## src/rtl/prot_pkg.sv

```systemverilog
// Package: shared constants for the fence protection and privilege checker.
// Assumes: two sticky flags, indexed as below, in one flag bank.
package prot_pkg;
    localparam int unsigned FLAG_MP   = 0;
    localparam int unsigned FLAG_PI   = 1;
    localparam int unsigned NUM_FLAGS = 2;

    typedef enum logic {
        MODE_USER  = 1'b0,
        MODE_SUPER = 1'b1
    } cpu_mode_e;
endpackage

```

## src/rtl/fence_reg.sv

```systemverilog
// Module: fence_reg
// Holds the protection boundary. A load is accepted only in supervisor mode.
// A user-mode load attempt is reported so that it can be flagged as a privilege
// violation. Assumes a synchronous active-low reset that clears the fence to 0.
module fence_reg #(
    parameter int unsigned ADDR_W = 16
) (
    input  logic              clk,
    input  logic              rst_n,
    input  prot_pkg::cpu_mode_e mode,
    input  logic              wr_req,
    input  logic [ADDR_W-1:0] wr_data,
    output logic [ADDR_W-1:0] fence_q,
    output logic              bad_wr
);
    import prot_pkg::*;

    // Flags a load request made without supervisor rights.
    always_comb begin
        bad_wr = wr_req && (mode == MODE_USER);
    end

    // Register update: reset to 0, load only under supervisor mode.
    always_ff @(posedge clk) begin
        if (!rst_n) begin
            fence_q <= '0;
        end else if (wr_req && (mode == MODE_SUPER)) begin
            fence_q <= wr_data;
        end
    end
endmodule

```

## src/rtl/addr_guard.sv

```systemverilog
// Module: addr_guard
// Compares the access address with the fence and produces the same-cycle grant.
// Assumes the address is stable for the whole cycle in which acc_valid is high.
module addr_guard #(
    parameter int unsigned ADDR_W = 16
) (
    input  prot_pkg::cpu_mode_e mode,
    input  logic              acc_valid,
    input  logic [ADDR_W-1:0] acc_addr,
    input  logic [ADDR_W-1:0] fence,
    output logic              acc_grant,
    output logic              mp_hit
);
    import prot_pkg::*;

    logic below_fence;

    // Unsigned boundary test: addresses strictly under the fence are protected.
    always_comb begin
        below_fence = (acc_addr < fence);
    end

    // Violation and grant decision for the current cycle.
    always_comb begin
        mp_hit    = acc_valid && (mode == MODE_USER) && below_fence;
        acc_grant = acc_valid && !mp_hit;
    end
endmodule

```

## src/rtl/priv_guard.sv

```systemverilog
// Module: priv_guard
// Classifies a decoded opcode against the last unprivileged code and reports
// a privilege violation in user mode. A refused fence load counts as one too.
// Assumes privileged opcodes are exactly those numerically above LAST_USER_OP.
module priv_guard #(
    parameter int unsigned OP_W         = 7,
    parameter int unsigned LAST_USER_OP = 59
) (
    input  prot_pkg::cpu_mode_e mode,
    input  logic            op_valid,
    input  logic [OP_W-1:0] op_code,
    input  logic            bad_fence_wr,
    output logic            pi_hit
);
    import prot_pkg::*;

    localparam logic [OP_W-1:0] LastOp = OP_W'(LAST_USER_OP);

    logic is_priv;

    // Threshold comparison marking the privileged part of the opcode space.
    always_comb begin
        is_priv = (op_code > LastOp);
    end

    // Combines the opcode class, decode strobe and mode into one violation.
    always_comb begin
        pi_hit = (op_valid && is_priv && (mode == MODE_USER)) || bad_fence_wr;
    end
endmodule

```

## src/rtl/sticky_flags.sv

```systemverilog
// Module: sticky_flags
// Bank of N set-dominant sticky flags, each with its own clear.
// Assumes set and clear are single-cycle pulses sampled on the clock edge.
module sticky_flags #(
    parameter int unsigned N = 2
) (
    input  logic         clk,
    input  logic         rst_n,
    input  logic [N-1:0] set_i,
    input  logic [N-1:0] clr_i,
    output logic [N-1:0] flag_q
);
    for (genvar g = 0; g < N; g++) begin : g_flag
        // One flag: a set wins over a clear in the same cycle.
        always_ff @(posedge clk) begin
            if (!rst_n) begin
                flag_q[g] <= 1'b0;
            end else if (set_i[g]) begin
                flag_q[g] <= 1'b1;
            end else if (clr_i[g]) begin
                flag_q[g] <= 1'b0;
            end
        end
    end
endmodule

```

## src/rtl/prot_guard_top.sv

```systemverilog
// Module: prot_guard_top
// Fence-based memory protection and opcode-threshold privilege checking for a
// one-accumulator machine. It produces a same-cycle access grant and two sticky
// violation flags for the interrupt unit. Assumes mode_sup is valid on every
// cycle and that flag clears come only from the interrupt unit.
module prot_guard_top #(
    parameter int unsigned ADDR_W       = 16,
    parameter int unsigned OP_W         = 7,
    parameter int unsigned LAST_USER_OP = 59
) (
    input  logic              clk,
    input  logic              rst_n,
    input  logic              mode_sup,
    input  logic              acc_valid,
    input  logic [ADDR_W-1:0] acc_addr,
    input  logic              op_valid,
    input  logic [OP_W-1:0]   op_code,
    input  logic              fence_wr,
    input  logic [ADDR_W-1:0] fence_wdata,
    input  logic              mp_clr,
    input  logic              pi_clr,
    output logic              acc_grant,
    output logic              mp_flag,
    output logic              pi_flag
);
    import prot_pkg::*;

    cpu_mode_e             mode;
    logic [ADDR_W-1:0]     fence_q;
    logic                  bad_wr;
    logic                  mp_hit;
    logic                  pi_hit;
    logic [NUM_FLAGS-1:0]  set_vec;
    logic [NUM_FLAGS-1:0]  clr_vec;
    logic [NUM_FLAGS-1:0]  flag_vec;

    // Mode bit decoded into the shared enumeration.
    always_comb begin
        mode = mode_sup ? MODE_SUPER : MODE_USER;
    end

    fence_reg #(.ADDR_W(ADDR_W)) u_fence (
        .clk     (clk),
        .rst_n   (rst_n),
        .mode    (mode),
        .wr_req  (fence_wr),
        .wr_data (fence_wdata),
        .fence_q (fence_q),
        .bad_wr  (bad_wr)
    );

    addr_guard #(.ADDR_W(ADDR_W)) u_addr (
        .mode      (mode),
        .acc_valid (acc_valid),
        .acc_addr  (acc_addr),
        .fence     (fence_q),
        .acc_grant (acc_grant),
        .mp_hit    (mp_hit)
    );

    priv_guard #(.OP_W(OP_W), .LAST_USER_OP(LAST_USER_OP)) u_priv (
        .mode         (mode),
        .op_valid     (op_valid),
        .op_code      (op_code),
        .bad_fence_wr (bad_wr),
        .pi_hit       (pi_hit)
    );

    // Routes violations and clears into the flag bank slots.
    always_comb begin
        set_vec          = '0;
        clr_vec          = '0;
        set_vec[FLAG_MP] = mp_hit;
        set_vec[FLAG_PI] = pi_hit;
        clr_vec[FLAG_MP] = mp_clr;
        clr_vec[FLAG_PI] = pi_clr;
    end

    sticky_flags #(.N(NUM_FLAGS)) u_flags (
        .clk    (clk),
        .rst_n  (rst_n),
        .set_i  (set_vec),
        .clr_i  (clr_vec),
        .flag_q (flag_vec)
    );

    // Drives the flag outputs from the bank.
    always_comb begin
        mp_flag = flag_vec[FLAG_MP];
        pi_flag = flag_vec[FLAG_PI];
    end
endmodule

```

## config.mk

```make
export PLATFORM = sky130hd
export DESIGN_NAME = prot_guard_top
export DESIGN_NICKNAME = d
export VERILOG_FILES = /design/src/rtl/prot_pkg.sv /design/src/rtl/fence_reg.sv /design/src/rtl/addr_guard.sv /design/src/rtl/priv_guard.sv /design/src/rtl/sticky_flags.sv /design/src/rtl/prot_guard_top.sv
export SDC_FILE = /design/constraint.sdc
export NUM_CORES = 1
export LEC_CHECK = 0
export ABC_CLOCK_PERIOD_IN_PS = 2200
export BUFFER_PORTS_ARGS = -buffer_cell sky130_fd_sc_hd__clkbuf_2
export CAP_MARGIN = 25
export CORE_UTILIZATION = 40
export DETAILED_ROUTE_END_ITERATION = 10
export PLACE_DENSITY = 0.7
export SLEW_MARGIN = 20
export SYNTH_ARGS = -nofsm -noshare
export SYNTH_HDL_FRONTEND = slang
export SYNTH_SLANG_ARGS = --single-unit
export TNS_END_PERCENT = 5
```

## constraint.sdc

```tcl
create_clock -name clk -period 2.2 [get_ports clk]
set_input_delay 0 -clock clk [delete_from_list [all_inputs] [get_ports clk]]
set_output_delay 0 -clock clk [all_outputs]
set_load 0.05 [all_outputs]
```

# --- After elaboration in Yosys (flattened, before gate mapping) ---
# Cells that the tools add are included.
op_classes:
  add_sub_neg: 0
  n_mul: 0
  n_div: 0
  n_lt_le_gt_ge: 2
  n_eq_ne: 0
  n_shift: 0
  mux: 5
  bitwise: 1
  n_reduce_logical: 11
ops:
  columns: ["op", "count"]
  rows:
  - ["16-bit less-than comparator", 1]
  - ["7-bit by 6-bit greater-than comparator with 1-bit output (second input constant)", 1]
  - ["1-bit logical AND", 7]
  - ["1-bit two-way mux", 5]
  - ["2-bit nonzero test", 2]
  - ["1-bit zero test", 1]
  - ["1-bit logical OR", 1]
  - ["1-bit NOT", 1]
totals:
  reg_bits: 18
  latch_bits: 0
  ramBits: 0
  mem_bits_ro: 0
  input_bits: 47
  elab_cells: 22
  n_memories: 0

# --- Logic depth before layout (Yosys ltp) ---
# Gate-level depths: netlist of the first run.
logic_depth:
  word_depth: 6
  mapped_depth: 6

# --- Modules after synthesis ---
# A second synthesis of the first run with hierarchy kept.
unflattened:
  hier_cells: 140
  hier_area_um2: 1181.1
by_module_without_submodules:
  columns: ["module", "instances", "cells_each", "area_per_inst_um2", "seq_area_each_um2"]
  rows:
  - ["fence_reg", 1, 74, 676.9, 320.3]
  - ["addr_guard", 1, 57, 399.1, 0.0]
  - ["sticky_flags", 1, 6, 82.6, 40.0]
  - ["priv_guard", 1, 3, 22.5, 0.0]

# --- Least setup slack after synthesis of the first run ---
# No wires, ideal clock.
synth_timing:
  path_kind: "reg2out"
  startpoint: "register u_fence.fence_q[14]"
  endpoint: "output acc_grant"
  t_arrival_ns: 1.792
  t_required_ns: 2.200
  setup_slack_ns: 0.408
  path_stages_with_launch: 7
  path_buffers: 0
  cell_sequence: "dfxtp_1 -> inv_1 -> ha_1 -> nand4_1 -> or3_1 -> nor4_2 -> o41a_1"
synth_via:
  elab_chain_len: 4
synth_rtl:
  columns: ["item", "line_no", "source"]
  rows:
  - ["start, declared", "fence_reg.sv:13", "output logic [ADDR_W-1:0] fence_q,"]
  - ["start signal, assigned", "fence_reg.sv:28", "fence_q <= wr_data;"]
  - ["16-bit less-than comparator", "addr_guard.sv:20", "below_fence = (acc_addr < fence);"]
  - ["1-bit logical AND", "addr_guard.sv:25", "mp_hit = acc_valid && (mode == MODE_USER) && below_fence;"]
  - ["1-bit zero test", "addr_guard.sv:26", "acc_grant = acc_valid && !mp_hit;"]
  - ["1-bit logical AND", "addr_guard.sv:26", null]
  - ["end, declared", "prot_guard_top.sv:22", "output logic acc_grant,"]
# Every way passes these cells.

# --- Worst setup path in the final report of the first run ---
layout_timing:
  startpoint: "register u_fence.fence_q[10]"
  endpoint: "output acc_grant"
# Same word-level chain as after synthesis.

==> results of run 1 <==
[cells in the final DEF, fill, tap and decap left out, drive strengths merged]
master	Yosys	routed
clkbuf	4	49
nand2	35	35
dlygate4sd3	0	18
dfxtp	18	18
a21boi	17	17
inv	16	16
ha	15	15
a21oi	5	5
nand3	4	4
nand4	3	3
buf	1	3
o21ai	2	2
and2	2	2
nor2	1	1
nand2b	1	1
a2111oi	1	1
nor3	1	1
or3	1	1
nor4	1	1
a31oi	1	1
o21ba	1	1
o41a	1	1
a41o	1	1
o22ai	1	1
nand3b	1	1
o41ai	1	1
[layer usage]
| metal | routed length (um) | GRT usage | vias up |
|---|---|---|---|
| li1 | - | - | 588 |
| met1 | 1150 | 0.216 | 511 |
| met2 | 1380 | 0.363 | 23 |
| met3 | 82 | 0.0333 | 4 |
| met4 | 41 | 0.0598 | 0 |
| met5 | 0 | 0 | - |
[final cells by class]
cell class,count,share of cell area
clock buffers,3,0.0135
multi-input cells,96,0.446
repair buffers,67,0.261
flip-flops and latches,18,0.221
well taps,30,0.0225
inverters,16,0.0359
[stage by stage]
stage	setup WS (ns)	TNS (ns)	hold WS [ns]	cells
after floorplan	0.408	0	0.135	135
after global placement	0.354	0	0.223	207
after detailed placement	0.319	0	0.228	207
after CTS	0.0339	0	0.0342	228
after global routing	-0.0185	-0.0185	0.0504	230
final	0.0746	0	0.0427	230
[where the power goes]
group | switching, W | internal (W) | total, W | leakage, nW
logic | 0.0000967 | 0.000106 | 0.000203 | 0.548
clock network | 0.0000972 | 0.0000634 | 0.000161 | 0.0138
registers | 0.00000794 | 0.000342 | 0.000350 | 0.150
[cell usage after synthesis]
master     number  area share
a2111oi_4       1       0.025
a21boi_0       11       0.074
a21boi_1        6       0.041
a21oi_1         5       0.023
a31oi_1         1      0.0056
a41o_1          1      0.0090
and2_1          2       0.011
buf_2           1      0.0045
clkbuf_1        4       0.014
dfxtp_1        18        0.32
ha_1           15        0.17
inv_1          16       0.054
nand2_1        35        0.12
nand2b_4        1       0.012
nand3_1         4       0.018
nand3b_1        1      0.0068
nand4_1         3       0.017
nor2_1          1      0.0034
nor3_1          1      0.0045
nor4_2          1       0.011
o21ai_0         2      0.0090
o21ba_2         1      0.0090
o22ai_1         1      0.0056
o41a_1          1       0.010
o41ai_2         1       0.015
or3_1           1      0.0056
[kinds of logic after synthesis]
| group | synth area share |
|---|---|
| AO/OA/AOI/OAI | 0.225 |
| adder cells (fa/ha/maj) | 0.169 |
| buffers and inverters | 0.0721 |
| flip-flops | 0.325 |
| AND/OR/NAND/NOR | 0.209 |
[how the worst max path moves through the flow]
stage	start	end	slack [ns]	depth (start not counted)
floorplan	u_fence.fence_q[14]	acc_grant	0.41	6
global placement	u_fence.fence_q[14]	acc_grant	0.35	7
detailed placement	u_fence.fence_q[14]	acc_grant	0.32	7
CTS	u_fence.fence_q[14]	acc_grant	0.03	7
global route	u_fence.fence_q[9]	acc_grant	-0.02	7
finish	u_fence.fence_q[10]	acc_grant	0.07	7
[worst reg2reg max path, delay by kind of cell, from the launching register on]
kind,cells,cell delay (ns)
buffers and inverters,2,0.22
AND/OR/NAND/NOR,3,0.82
adder cells (fa/ha/maj),1,0.26
flip-flops,1,0.34
AO/OA/AOI/OAI,1,0.06
[registers in the layout, indices dropped and copies added, names as in the netlist]
signal / cells
u_flags.flag_q: 2
u_fence.fence_q: 16
[timing repair]
action                     in CTS  in global routing
hold buffers                   18                  0
hold endpoints to repair       17                  0
setup endpoints to repair       1                  1
pin swaps                       0                  6
resized for setup               1                 18
buffers inserted                0                  2
==> flow_metrics.tcl, run 1 <==
set metrics [dict create \
    antenna_cells 0 \
    ys_seq_area_frac 0.325 \
    finalPower_w 0.000714 \
    slowest_stage "or3_4" \
    drc 0 \
    num_io_pins 50 \
    critPathBufInv 2 \
    start_kind "register" \
    rr_worst_depth 7 \
    multi_input_area_sq_um 746 \
    cts.sinks 18 \
    maxCapViolations 0 \
    drt_iter0_markers 15 \
    area_growth_pct 50.6 \
    hold_viol_final 0 \
    criticalPathCategory "register to primary output" \
    tightest_slew_ns 0.614 \
    design_area_sq_um 1670 \
    cp_top_family "simple AND/OR/NAND/NOR gates" \
    via_count 1126 \
    placed_area_sq_um 1360 \
    p_per_area_nw_per_um2 427 \
    row_count 18 \
    required_ns 2.20 \
    cp-end-kind "primary output" \
    cts-buffers-inserted 3 \
    min_to "u_flags.flag_q[1]" \
    hold_path_depth 3 \
    reg2reg_slack_ns 0.40 \
    slew_viol_final 0 \
    syn_area_per_cell_sq_um 8.22 \
    path_cells "inv_1 -> ha_4 -> nand4_1 -> or3_4 -> nor4_4 -> o41a_1 -> buf_6" \
    die_x_um 54.7 \
    fin_nets 264 \
    min_period_over_period 0.966 \
    period_minus_slack_ns 2.13 \
    ant_nets 0 \
    synth_area_sq_um 1110 \
    wirelength_mm 2.66 \
    dr.pass1.iters 4 \
    die-area_sq_um 2990 \
    post-route-util 0.657 \
    synthCells 135 \
    reg2reg_from "u_fence.fence_q[10]" \
    setup_viol 0 \
    hold_start "pi_clr" \
    arrival_ns 2.13 \
    max_freq_mhz 471 \
    yosysWarnings 0 \
    grt_start_max_net_pins 20 \
    cts_tree "built" \
    coreArea_sq_um 2540 \
    overflow 0 \
    clock_skew_ns 0.00315 \
    grt_pass1_wl_mm 4.12 \
    r2r_end "u_flags.flag_q[0]" \
    worst-path-max-fanout 2 \
    track_usage 0.193 \
    dp_hpwl_mm 1.93 \
    wl_per_cell_um 11.6 \
    clkLatencyLatePin_ns 0.28 \
    routabilityCongestion 0.735 \
    io_buffers 47 \
    register_area_sq_um 369 \
    fillers 226 \
    avgViaCountPerCell 4.90 \
    status "finished, final reports clean" \
    clk_pin_slew_ns 0.10 \
    hp-class "primary input to register" \
    start_util 0.436 \
    ys_types 26 \
    grt_pass1_vias 1040 \
    drive_gt1_frac 0.360 \
    vdd_ir_drop_max_uv 443 \
    synth-seq-cells 18 \
    synthesis.nets 197 \
    die_h_um 54.7 \
    power_leakage_nw 0.712 \
    max_stage_delay_ns 0.40 \
    cts.path.max_buffers 2 \
    antenna_found_initial 0 \
    cts_root_buffer "clkbuf_4" \
    relSlewSlack 0.591 \
    htreeDepth 1 \
]
No activity file was read; power rests on OpenSTA's default activity.
==> run 2, diff against run 1 <==
--- a/config.mk
+++ b/config.mk
@@ -11,6 +11,7 @@
 export CORE_UTILIZATION = 40
 export DETAILED_ROUTE_END_ITERATION = 10
 export PLACE_DENSITY = 0.7
+export RECOVER_POWER = 50
 export SLEW_MARGIN = 20
 export SYNTH_ARGS = -nofsm -noshare
 export SYNTH_HDL_FRONTEND = slang
==> flow_metrics.tcl, run 2 (same netlist as run 1, synthesis figures left out) <==
set metrics [dict create \
    status "finished, final reports clean" \
    reg2reg_from "u_fence.fence_q[10]" \
    cts_tree "built" \
    hp-class "primary input to register" \
    cp_top_family "simple AND/OR/NAND/NOR gates" \
    min_period_over_period 0.966 \
    dp_cells 207 \
    cts.sinks 18 \
    hold_viol_final 0 \
    slowest_stage "or3_4" \
    power_leakage_nw 0.706 \
    vdd_ir_drop_max_uv 442 \
    clk_pin_slew_ns 0.10 \
    die-area_sq_um 2990 \
    reg2reg_slack_ns 0.40 \
    routabilityCongestion 0.735 \
    crit_path_start "u_fence.fence_q[10]" \
    start_util 0.436 \
    fin_nets 264 \
    relSlewSlack 0.408 \
    io_buffers 47 \
    r2r_end "u_flags.flag_q[0]" \
    max_freq_mhz 470 \
    dp_hpwl_mm 1.93 \
    hold_path_depth 3 \
    ant_nets 0 \
    die_h_um 54.7 \
    clock_skew_ns 0.00332 \
    criticalPathCategory "register to primary output" \
    grt_pass1_vias 1040 \
    largest_reg_flops 16 \
    clkLatencyLatePin_ns 0.28 \
    worst-path-max-fanout 2 \
    crit_cells 7 \
    avgViaCountPerCell 4.90 \
    max_stage_delay_ns 0.40 \
    top_register "u_fence.fence_q" \
    arrival_ns 2.13 \
    grt_start_max_net_pins 20 \
    cts_root_buffer "clkbuf_4" \
    drt_iter0_markers 20 \
    dr.pass1.iters 4 \
    drc 0 \
    antenna_cells 0 \
    cts.path.max_buffers 2 \
    layout_commonest_cell "clkbuf_2" \
    final_cell_mix "clkbuf_2, nand2_1, dlygate4sd3_1, a21boi_0, inv_1" \
    slew_viol_final 0 \
    maxCapViolations 0 \
    via_count 1128 \
    cts-buffers-inserted 3 \
    required_ns 2.20 \
    top_regs "u_fence.fence_q x16, u_flags.flag_q x2" \
    critPathBufInv 2 \
    placed_area_sq_um 1360 \
    cp-endpoint "acc_grant" \
    setup_viol 0 \
    die_x_um 54.7 \
    antenna_found_initial 0 \
    start_kind "register" \
    num_io_pins 50 \
    area_growth_pct 50.5 \
    period_minus_slack_ns 2.13 \
    row_count 18 \
    track_usage 0.193 \
    cp-end-kind "primary output" \
    design_area_sq_um 1670 \
    finalNonFillerCells 230 \
    grt_pass1_wl_mm 4.12 \
    rr_worst_depth 7 \
    p_per_area_nw_per_um2 426 \
    overflow 0 \
    wl_per_cell_um 11.6 \
    drive_gt1_frac 0.355 \
    htreeDepth 1 \
    coreArea_sq_um 2540 \
    wirelength_mm 2.67 \
    tightest_slew_ns 0.888 \
    path_cells "inv_1 -> ha_4 -> nand4_1 -> or3_4 -> nor4_4 -> o41a_1 -> buf_6" \
]
## run 2: cell counts in the layout (fill, tap and decap cells not counted)
Identical to the previous run, type by type.
## run 2: area by class of cell
class / count / area, sq um
multi-input combinational: 96 / 746
fill: 227 / 875
clock buffer: 3 / 22.5
inverter: 16 / 60.1
timing repair buffer: 67 / 435
tap: 30 / 37.5
sequential: 18 / 369
## run 2: worst register-to-register path: stages (launching register included)
cell	delay (ns)
dfxtp_2	0.34
inv_1	0.06
ha_4	0.26
nand4_1	0.11
or3_4	0.40
nor4_4	0.31
buf_4	0.16
o41ai_2	0.06
## run 2: where the power goes
group	leakage (nW)	switching (W)	internal (W)
logic	0.542	0.0000964	0.000105
clock network	0.0138	0.0000967	0.0000634
registers	0.150	0.00000795	0.000342
## run 2: worst min path at each step
stage,from,endpoint
5_1_grt,pi_clr,u_flags.flag_q[1]
4_1_cts,pi_clr,u_flags.flag_q[1]
3_3_place_gp,fence_wdata[7],u_fence.fence_q[7]
2_1_floorplan,fence_wdata[15],u_fence.fence_q[15]
6_report,pi_clr,u_flags.flag_q[1]
3_5_place_dp,fence_wdata[15],u_fence.fence_q[15]
## run 2: metal layers
layer / track usage / vias to the layer above / share of wire
met5: 0 / - / 0
li1: - / 589 / -
met2: 0.363 / 23 / 0.52
met1: 0.216 / 512 / 0.43
met3: 0.0333 / 4 / 0.031
met4: 0.0598 / 0 / 0.015
## run 2: what timing repair did
item | in CTS | in global routing
setup buffers | 0 | 2
endpoints found under the setup margin | 1 | 1
pin swaps | 0 | 6
hold buffers | 18 | 0
gates cloned | 0 | 0
gates resized for setup | 1 | 18
endpoints found under the hold margin | 17 | 0
## run 2: through the flow
stage	hold slack, ns	worst slack (ns)	total power (W)	setup TNS [ns]	util
after floorplan	0.135	0.408	0.000454	0	-
after global placement	0.223	0.354	0.000510	0	0.535
after detailed placement	0.228	0.319	0.000518	0	0.535
after CTS	0.0342	0.0339	0.000707	0	0.616
after global routing	0.0504	-0.0185	0.000770	-0.0185	0.656
final	0.0435	0.0739	0.000712	0	0.656
==> run 3, diff against run 2 <==
--- a/config.mk
+++ b/config.mk
@@ -6,8 +6,8 @@
 export NUM_CORES = 1
 export LEC_CHECK = 0
 export ABC_CLOCK_PERIOD_IN_PS = 2200
-export BUFFER_PORTS_ARGS = -buffer_cell sky130_fd_sc_hd__clkbuf_2
-export CAP_MARGIN = 25
+export BUFFER_PORTS_ARGS = -buffer_cell sky130_fd_sc_hd__buf_4
+export CAP_MARGIN = 20
 export CORE_UTILIZATION = 40
 export DETAILED_ROUTE_END_ITERATION = 10
 export PLACE_DENSITY = 0.7
@@ -16,4 +16,4 @@
 export SYNTH_ARGS = -nofsm -noshare
 export SYNTH_HDL_FRONTEND = slang
 export SYNTH_SLANG_ARGS = --single-unit
-export TNS_END_PERCENT = 5
+export TNS_END_PERCENT = 1
==> flow_metrics.tcl, run 3 (same netlist as run 1, synthesis figures left out) <==
set metrics [dict create \
    status "finished, final reports clean" \
    p_per_area_nw_per_um2 432 \
    fillers 222 \
    die_x_um 54.7 \
    worst-path-max-fanout 3 \
    grt_pass1_vias 1060 \
    avgViaCountPerCell 4.89 \
    hold_start "pi_clr" \
    maxCapViolations 0 \
    cts-buffers-inserted 3 \
    grt_start_max_net_pins 20 \
    grt_setup_unrepaired "no" \
    fin_ws_ns 0.0831 \
    largest_reg_flops 16 \
    dr.pass1.iters 4 \
    required_ns 2.20 \
    dp_cells 207 \
    reg2reg_from "u_fence.fence_q[14]" \
    fin_nets 262 \
    cp-end-kind "primary output" \
    dp_hpwl_mm 1.95 \
    min_to "u_flags.flag_q[1]" \
    clock_skew_ns 0.000797 \
    setup_viol 0 \
    overflow 0 \
    track_usage 0.201 \
    arrival_ns 2.12 \
    via_count 1116 \
    power_leakage_nw 0.717 \
    vdd_ir_drop_max_uv 360 \
    drc 0 \
    start_util 0.436 \
    hold_viol_final 0 \
    clk_pin_slew_ns 0.10 \
    tightest_slew_ns 0.866 \
    die-area_sq_um 2990 \
    antenna_found_initial 0 \
    reg2reg_slack_ns 0.53 \
    grt_pass1_wl_mm 4.22 \
    post-route-util 0.667 \
    coreArea_sq_um 2540 \
    cts_tree "built" \
    wirelength_mm 2.71 \
    start_kind "register" \
    finalPower_w 0.000733 \
    cts.sinks 18 \
    wl_per_cell_um 11.9 \
    max_freq_mhz 472 \
    period_minus_slack_ns 2.12 \
    row_count 18 \
    drive_gt1_frac 0.278 \
    top_register "u_fence.fence_q" \
    ant_nets 0 \
    r2r_end "u_flags.flag_q[0]" \
    drt_iter0_markers 7 \
    layout_commonest_cell "buf_4" \
    clkLatencyLatePin_ns 0.30 \
    antenna_cells 0 \
    hold_path_depth 3 \
    rr_worst_depth 6 \
    preCtsSetupSlack_ns 0.391 \
    final_cell_mix "buf_4, nand2_1, dlygate4sd3_1, dfxtp_1" \
    hp-class "primary input to register" \
    io_buffers 47 \
    slew_viol_final 0 \
    htreeDepth 1 \
    num_io_pins 50 \
    cts_root_buffer "clkbuf_4" \
    routabilityCongestion 0.771 \
    finalNonFillerCells 228 \
    cts.path.max_buffers 2 \
    criticalPathCategory "register to primary output" \
    area_growth_pct 52.9 \
    die_h_um 54.7 \
    top_regs "u_fence.fence_q x16, u_flags.flag_q x2" \
    min_period_over_period 0.962 \
    fin_setup_tns_ns 0 \
    relSlewSlack 0.422 \
]
==> run 3: worst max path at each step <==
stage                             start        end  slack, ns  depth (start not counted)
finish              u_fence.fence_q[14]  acc_grant       0.08                          7
global route        u_fence.fence_q[14]  acc_grant     0.0005                          7
CTS                 u_fence.fence_q[14]  acc_grant       0.04                          7
detailed placement  u_fence.fence_q[14]  acc_grant       0.39                          7
global placement    u_fence.fence_q[14]  acc_grant       0.43                          7
floorplan           u_fence.fence_q[14]  acc_grant       0.41                          6
==> run 3: routing by layer <==
layer | routed length (um) | track usage | vias to the layer above | share of wire
met5 | 0 | 0 | - | 0
met4 | 55 | 0.0897 | 0 | 0.020
met3 | 74 | 0.0333 | 5 | 0.027
met2 | 1390 | 0.353 | 20 | 0.51
met1 | 1190 | 0.233 | 509 | 0.44
li1 | - | - | 582 | -
==> run 3: worst max-delay path, cell delays in order (launching register included) <==
cell	delay, ns
dfxtp_1	0.35
inv_1	0.04
ha_1	0.30
nand4_1	0.14
or3_4	0.40
nor4_4	0.20
o41a_1	0.22
buf_6	0.17
==> run 3: layout make-up <==
cell class | instances | area, sq um | share of cell area
Clock buffer | 3 | 22.5 | 0.0133
Inverter | 16 | 60.1 | 0.0354
Multi-Input combinational cell | 96 | 683 | 0.403
Sequential cell | 18 | 360 | 0.212
Tap cell | 30 | 37.5 | 0.0221
Timing Repair Buffer | 65 | 533 | 0.314
==> run 3: report_power, final <==
group,switching (W),internal (W)
sequential,0.00000782,0.000341
combinational,0.0000920,0.000120
clock,0.000108,0.0000640
==> run 3: metrics by stage <==
| step | hold slack (ns) | area [sq um] |
|---|---|---|
| 6_report | 0.0110 | 1700 |
| 5_1_grt | 0.00702 | 1700 |
| 4_1_cts | 0.00628 | 1680 |
| 3_5_place_dp | 0.256 | 1480 |
| 3_3_place_gp | 0.245 | 1480 |
| 2_1_floorplan | 0.135 | 1110 |
==> run 3: repair_timing <==
action | CTS | global route
endpoints found under the setup margin | 0 | 1
buffers inserted | 0 | 0
hold endpoints to repair | 17 | 0
resized for setup | 0 | 3
hold buffers | 18 | 0
